$ cat src/rtl/pbc_pkg.sv
package pbc_pkg;

    typedef enum logic [1:0] {
        ST_IDLE = 2'd0,
        ST_LOAD = 2'd1,
        ST_SCAN = 2'd2,
        ST_WAIT = 2'd3
    } pbc_state_e;

endpackage

$ cat src/rtl/pbc_counter.sv
module pbc_counter #(
    parameter int W = 8
) (
    input  logic         clk,
    input  logic         rst_n,
    input  logic         clr,
    input  logic         inc,
    output logic [W-1:0] count
);

    always_ff @(posedge clk or negedge rst_n) begin
        if (!rst_n) begin
            count <= '0;
        end else if (clr) begin
            count <= '0;
        end else if (inc) begin
            count <= count + W'(1);
        end
    end

endmodule

$ cat src/rtl/pbc_strobe.sv
module pbc_strobe #(
    parameter int ADDR_W = 13,
    parameter int DATA_W = 8
) (
    input  logic              clk,
    input  logic              rst_n,
    input  logic              ce_n,
    input  logic              we_n,
    input  logic              oe_n,
    input  logic [ADDR_W-1:0] addr,
    input  logic [DATA_W-1:0] din,
    output logic              act,
    output logic              evt,
    output logic              evt_ok,
    output logic [ADDR_W-1:0] cap_addr,
    output logic [DATA_W-1:0] cap_data
);

    logic act_q;
    logic oe_seen;

    // The pulse is the overlap of both strobes: it starts at the later
    // falling edge and ends at the earlier rising edge.
    assign act    = ~ce_n & ~we_n;
    assign evt    = ~act & act_q;
    assign evt_ok = ~oe_seen;

    always_ff @(posedge clk or negedge rst_n) begin
        if (!rst_n) begin
            act_q    <= 1'b0;
            oe_seen  <= 1'b0;
            cap_addr <= '0;
            cap_data <= '0;
        end else begin
            act_q <= act;
            if (act && !act_q) begin
                cap_addr <= addr;
                oe_seen  <= ~oe_n;
            end else if (act) begin
                oe_seen  <= oe_seen | ~oe_n;
            end
            if (act) begin
                cap_data <= din;
            end
        end
    end

endmodule

$ cat src/rtl/pbc_page_buf.sv
module pbc_page_buf #(
    parameter int OFFS_W = 6,
    parameter int DATA_W = 8
) (
    input  logic              clk,
    input  logic              rst_n,
    input  logic              wr_en,
    input  logic [OFFS_W-1:0] wr_off,
    input  logic [DATA_W-1:0] wr_data,
    input  logic              clr,
    input  logic [OFFS_W-1:0] rd_off,
    output logic              rd_valid,
    output logic [DATA_W-1:0] rd_data
);

    localparam int DEPTH = 1 << OFFS_W;

    logic [DEPTH-1:0]  vld_w;
    logic [DATA_W-1:0] dat_w [DEPTH];

    for (genvar i = 0; i < DEPTH; i++) begin : g_ent
        logic              v;
        logic [DATA_W-1:0] d;
        logic              hit;

        assign hit = wr_en && (wr_off == OFFS_W'(i));

        always_ff @(posedge clk or negedge rst_n) begin
            if (!rst_n) begin
                v <= 1'b0;
                d <= '0;
            end else if (clr) begin
                v <= 1'b0;
            end else if (hit) begin
                v <= 1'b1;
                d <= wr_data;
            end
        end

        assign vld_w[i] = v;
        assign dat_w[i] = d;
    end

    assign rd_valid = vld_w[rd_off];
    assign rd_data  = dat_w[rd_off];

endmodule

$ cat src/rtl/page_commit_ctrl.sv
module page_commit_ctrl
    import pbc_pkg::*;
#(
    parameter int ADDR_W       = 13,
    parameter int DATA_W       = 8,
    parameter int OFFS_W       = 6,
    parameter int LOAD_TIMEOUT = 5000,
    parameter int PROG_CYCLES  = 500000
) (
    input  logic              clk,
    input  logic              rst_n,
    input  logic              ce_n,
    input  logic              we_n,
    input  logic              oe_n,
    input  logic [ADDR_W-1:0] addr,
    input  logic [DATA_W-1:0] din,
    input  logic              unlock_ok,
    output logic              busy,
    output logic              arr_we,
    output logic [ADDR_W-1:0] arr_addr,
    output logic [DATA_W-1:0] arr_wdata
);

    localparam int PAGE_BYTES = 1 << OFFS_W;
    localparam int PAGE_W     = ADDR_W - OFFS_W;
    localparam int TMR_W      = $clog2(LOAD_TIMEOUT + 1);
    localparam int PC_W       = $clog2(PROG_CYCLES + 1);

    pbc_state_e state, state_nx;

    logic              act, evt, evt_ok;
    logic [ADDR_W-1:0] evt_addr;
    logic [DATA_W-1:0] evt_data;
    logic [PAGE_W-1:0] page_q;
    logic [TMR_W-1:0]  tmr;
    logic [PC_W-1:0]   pc;
    logic [OFFS_W-1:0] scan_off;
    logic              byte_ok, same_page;
    logic              accept_first, accept_more, blank_start;
    logic              tmr_clr, timeout_hit, pc_clr;
    logic              scan_last, wait_last;
    logic              buf_wr, buf_clr;
    logic              rd_valid;
    logic [DATA_W-1:0] rd_data;

    pbc_strobe #(.ADDR_W(ADDR_W), .DATA_W(DATA_W)) u_strobe (
        .clk      (clk),
        .rst_n    (rst_n),
        .ce_n     (ce_n),
        .we_n     (we_n),
        .oe_n     (oe_n),
        .addr     (addr),
        .din      (din),
        .act      (act),
        .evt      (evt),
        .evt_ok   (evt_ok),
        .cap_addr (evt_addr),
        .cap_data (evt_data)
    );

    // Decisions taken on the captured byte
    always_comb begin
        byte_ok      = evt && evt_ok;
        same_page    = (evt_addr[ADDR_W-1:OFFS_W] == page_q);
        accept_first = (state == ST_IDLE) && byte_ok && unlock_ok;
        blank_start  = (state == ST_IDLE) && byte_ok && !unlock_ok;
        accept_more  = (state == ST_LOAD) && byte_ok && same_page;
        tmr_clr      = (state != ST_LOAD) || accept_more || act;
        timeout_hit  = (state == ST_LOAD) && !tmr_clr && (tmr == TMR_W'(LOAD_TIMEOUT - 1));
        pc_clr       = (state != ST_SCAN) && (state != ST_WAIT);
        scan_last    = (pc == PC_W'(PAGE_BYTES - 1));
        wait_last    = (pc == PC_W'(PROG_CYCLES - 1));
        buf_wr       = accept_first || accept_more;
        buf_clr      = (state == ST_WAIT) && wait_last;
        scan_off     = pc[OFFS_W-1:0];
    end

    pbc_counter #(.W(TMR_W)) u_load_tmr (
        .clk   (clk),
        .rst_n (rst_n),
        .clr   (tmr_clr),
        .inc   (1'b1),
        .count (tmr)
    );

    pbc_counter #(.W(PC_W)) u_prog_cnt (
        .clk   (clk),
        .rst_n (rst_n),
        .clr   (pc_clr),
        .inc   (1'b1),
        .count (pc)
    );

    pbc_page_buf #(.OFFS_W(OFFS_W), .DATA_W(DATA_W)) u_buf (
        .clk      (clk),
        .rst_n    (rst_n),
        .wr_en    (buf_wr),
        .wr_off   (evt_addr[OFFS_W-1:0]),
        .wr_data  (evt_data),
        .clr      (buf_clr),
        .rd_off   (scan_off),
        .rd_valid (rd_valid),
        .rd_data  (rd_data)
    );

    // State register
    always_ff @(posedge clk or negedge rst_n) begin
        if (!rst_n) begin
            state <= ST_IDLE;
        end else begin
            state <= state_nx;
        end
    end

    // Next state
    always_comb begin
        state_nx = state;
        unique case (state)
            ST_IDLE: begin
                if (accept_first) begin
                    state_nx = ST_LOAD;
                end else if (blank_start) begin
                    state_nx = ST_SCAN;
                end
            end
            ST_LOAD: begin
                if (timeout_hit) begin
                    state_nx = ST_SCAN;
                end
            end
            ST_SCAN: begin
                if (scan_last) begin
                    state_nx = ST_WAIT;
                end
            end
            ST_WAIT: begin
                if (wait_last) begin
                    state_nx = ST_IDLE;
                end
            end
            default: state_nx = ST_IDLE;
        endcase
    end

    // Page register
    always_ff @(posedge clk or negedge rst_n) begin
        if (!rst_n) begin
            page_q <= '0;
        end else if (accept_first) begin
            page_q <= evt_addr[ADDR_W-1:OFFS_W];
        end else if (buf_clr) begin
            page_q <= '0;
        end
    end

    // Outputs, from registered state only
    always_comb begin
        busy      = (state == ST_SCAN) || (state == ST_WAIT);
        arr_we    = (state == ST_SCAN) && rd_valid;
        arr_addr  = {page_q, scan_off};
        arr_wdata = rd_data;
    end

endmodule

$ cat config.mk
export PLATFORM = sky130hd
export DESIGN_NAME = page_commit_ctrl
export DESIGN_NICKNAME = d
export VERILOG_FILES = /design/src/rtl/pbc_pkg.sv /design/src/rtl/pbc_counter.sv /design/src/rtl/pbc_strobe.sv /design/src/rtl/pbc_page_buf.sv /design/src/rtl/page_commit_ctrl.sv
export SDC_FILE = /design/constraint.sdc
export NUM_CORES = 1
export LEC_CHECK = 0
export BUFFER_PORTS_ARGS = -buffer_cell sky130_fd_sc_hd__clkbuf_2
export CORE_UTILIZATION = 45
export CTS_BUF_LIST = sky130_fd_sc_hd__clkbuf_4
export CTS_CLUSTER_SIZE = 12
export DETAILED_ROUTE_END_ITERATION = 8
export GPL_TIMING_DRIVEN = 0
export PLACE_DENSITY = 0.6
export SETUP_SLACK_MARGIN = 0.1
export SYNTH_ARGS = -nofsm -noshare
export SYNTH_HDL_FRONTEND = slang
export SYNTH_SLANG_ARGS = --single-unit
$ cat constraint.sdc
create_clock -name clk -period 3.67 [get_ports clk]
set_input_delay 0 -clock clk [delete_from_list [all_inputs] [get_ports clk]]
set_output_delay 0 -clock clk [all_outputs]
set_load 0.005 [all_outputs]
==> impl_metrics.py <==
metrics = {
    "final_layout": {
        "layout_commonest_cell": "dfrtp_1",
        "area_growth_pct": 17.1,
        "drive_gt1_frac": 0.490,
        "final_cell_mix": "dfrtp_1 (637), mux2_2 (540), clkbuf_4 (266), mux4_2 (134), clkbuf_1 (74)",
        "nets": 2306,
        "fillers": 5448,
    },
    "place": {
        "gp_congestion": 0.963,
        "portBuffers": 49,
        "dpl.hpwl_mm": 62.5,
    },
    "cts": {
        "cts_root_buffer": "clkbuf_4",
        "clkTransAtPathRegs_ps": 70,
        "cts.htree.levels": 4,
        "cts_buffers": 171,
        "cts.sinks": 640,
        "clkLatencyLatePin_ps": 1080,
        "tritoncts": "built",
        "clk_path_buf_depth": 3,
    },
    "synth": {
        "synth_cell_types": 62,
        "postSynthAreaPerCell_um2": 15.1,
        "ys.flop_type": "dfrtp_1",
        "synth_edf_count": 0,
        "synth_xor_area_frac": 0.00973,
        "synth_compound_area_frac": 0.0417,
        "yosys.area_share.simple": 0.0690,
        "async_reset_ff_frac": 1.00,
        "synth_top_family_by_area": "multiplexers",
        "yosys_warnings": 0,
        "synth.net_count": 2007,
        "syn_inst": 1974,
        "netlist_area_mm2": 0.0297,
        "synth_fa_ha_area_frac": 0.00253,
        "ys_ff_latch": 640,
        "ys_seq_area_frac": 0.539,
        "synth.mux.area_fraction": 0.316,
    },
    "detailed_routing": {
        "routed_wirelength_mm": 92.8,
        "drt-initial-drc-count": 1400,
        "ant_nets": 0,
        "post_drt_wl_per_cell_um": 28.5,
        "num_vias": 19600,
        "route.detailed.drc": 0,
        "drt-pass1-iter-count": 5,
        "vias_per_cell": 6.00,
    },
    "die": {
        "design.core.area_mm2": 0.0648,
        "num_rows": 93,
        "die_h_um": 259,
        "initial_core_util": 0.458,
        "dieArea_mm2": 0.0671,
        "ios": 50,
        "dieWidth_um": 259,
    },
    "sta": {
        "skew_ps": 82.1,
        "rsz0062_at_grt": "yes",
        "tns_ps": 0,
        "fmax_ghz": 0.280,
        "hold_viol": 0,
        "setup_viol": 0,
        "finalCriticalPeriod_ps": 3570,
        "whs_ps": 115,
        "slew_violations": 0,
        "maxSlewHeadroom": 0.214,
        "tightest_slew_ps": 1170,
        "post-route-period-util": 0.974,
    },
    "min_path": {
        "hold_path.class": "primary input to flop",
        "min_path_cells": 5,
    },
    "setup_path": {
        "cp-end-kind": "primary output",
        "cp-start-kind": "flop",
        "path_class": "flop to primary output",
        "reg2reg_depth": 11,
        "crit_arrival_ps": 3570,
        "critPathRequiredTime_ps": 3670,
        "cp_max_fo": 10,
    },
    "global_routing": {
        "track_usage": 0.287,
        "grt_max_degree": 112,
        "grt_pass1_wl_mm": 138,
        "gr-total-overflow": 0,
        "antenna_found_initial": 8,
        "grt_pass1_vias": 20600,
    },
    "pwr": {
        "p_leak_nw": 17.2,
        "p_per_area_mw_per_mm2": 421,
        "ir_drop_mv": 0.287,
    },
    "outcome": {
        "outcome": "finished clean",
    },
    "run": {
        "maxCapViolCount": 0,
    },
}
==> sequential cells by signal (all words and copies together), names as in the netlist <==
| signal | cells |
|---|---|
| u_strobe.act_q | 1 |
| state | 2 |
| page_q | 7 |
| u_buf.g_ent.d | 512 |
| u_strobe.cap_data | 8 |
| u_load_tmr.count | 13 |
| u_buf.g_ent.v | 64 |
| u_strobe.oe_seen | 1 |
| u_prog_cnt.count | 19 |
| u_strobe.cap_addr | 13 |
==> per-layer routing <==
layer  vias up  part of all wire  global-route usage
met4         4             0.038               0.126
met5         -           0.00028                   0
met2       815              0.47               0.447
met3       215             0.079              0.0729
met1     10400              0.41               0.382
li1       8075                 -                   -
==> final cells by class <==
type	instances	area, um2	area share
inverters	10	41.3	0.00119
repair buffers	126	1110	0.0320
clock buffers	258	1940	0.0557
diodes	4	10.0	0.000288
flip-flops and latches	640	16000	0.460
clock inverters	44	289	0.00831
well taps	855	1070	0.0308
multi-input cells	1178	13300	0.381
plain buffers	146	1040	0.0299
==> repair_timing <==
item,4_1_cts,5_1_grt
hold buffers,58,0
setup endpoints to repair,9,9
gates resized for setup,188,20
pin swaps,4,4
hold endpoints to repair,417,0
buffers inserted,12,1
==> synth_stat cells (8+ instances only) <==
library cell | number | area (um2)
a22oi_1 | 19 | 143
xor2_1 | 18 | 158
mux2i_1 | 25 | 250
inv_1 | 8 | 30.0
nand3_1 | 21 | 105
mux4_2 | 134 | 3020
a21oi_1 | 10 | 50.1
nand2b_1 | 8 | 50.1
nor2b_1 | 8 | 50.1
nand2_1 | 68 | 255
mux2_2 | 541 | 6090
buf_2 | 17 | 85.1
dfrtp_1 | 640 | 16000
nor3_4 | 57 | 927
a21o_1 | 62 | 465
buf_4 | 11 | 82.6
o22ai_1 | 11 | 68.8
xnor2_1 | 15 | 131
nor2_1 | 51 | 191
clkbuf_1 | 100 | 375
buf_1 | 16 | 60.1
a22o_1 | 13 | 114
nand4_1 | 8 | 50.1
==> where the power goes <==
part / total [W] / internal (W) / switching, W
sequential: 0.00714 / 0.00709 / 0.0000441
combinational: 0.000966 / 0.000205 / 0.000762
clock: 0.00653 / 0.00348 / 0.00306
total: 0.0146 / 0.0108 / 0.00386
==> through the flow <==
step | util | instance area (um2) | std cells | setup WS [ps] | total power [W]
final | 0.537 | 34800 | 3261 | 97.0 | 0.0146
after global routing | 0.537 | 34800 | 3261 | 50.7 | 0.0152
after CTS | 0.536 | 34700 | 3256 | 102 | 0.0147
after detailed placement | 0.481 | 31200 | 2884 | -795 | 0.00816
after global placement | 0.479 | 31000 | 2878 | -12070 | 0.00813
after floorplan | - | 29700 | 1974 | 1080 | 0.00769
==> worst paths after layout <==
kind	from	endpoint	slack, ps
min in group asynchronous	rst_n	u_buf.g_ent[52].d[5]	140
max in group asynchronous	rst_n	u_buf.g_ent[35].d[5]	2140
min reg2reg	u_load_tmr.count[0]	u_load_tmr.count[0]	470
min	we_n	u_strobe.cap_addr[3]	110
max	u_prog_cnt.count[1]	arr_wdata[5]	100
max reg2reg	state[0]	u_buf.g_ent[28].d[6]	240
==> logic make-up (layout without fill, tap and decap cells) <==
| group | after synthesis | in the layout |
|---|---|---|
| flops | 640 | 640 |
| xor+xnor | 33 | 33 |
| fa+ha+maj | 6 | 6 |
| other cells | 0 | 4 |
| mux | 702 | 702 |
| buf+inv | 156 | 584 |
| simple gates | 272 | 272 |
| compound gates | 165 | 165 |
==> worst max-delay path, stage by stage (launching register included) <==
cell and delay [ps]:
dfrtp_2 460, clkbuf_16 210, clkbuf_16 200, clkbuf_8 230, mux4_2 320, mux2_4 320
a32oi_4 340, o211ai_1 290, clkbuf_2 180
Note: power is estimated with default switching activity, not from simulation.
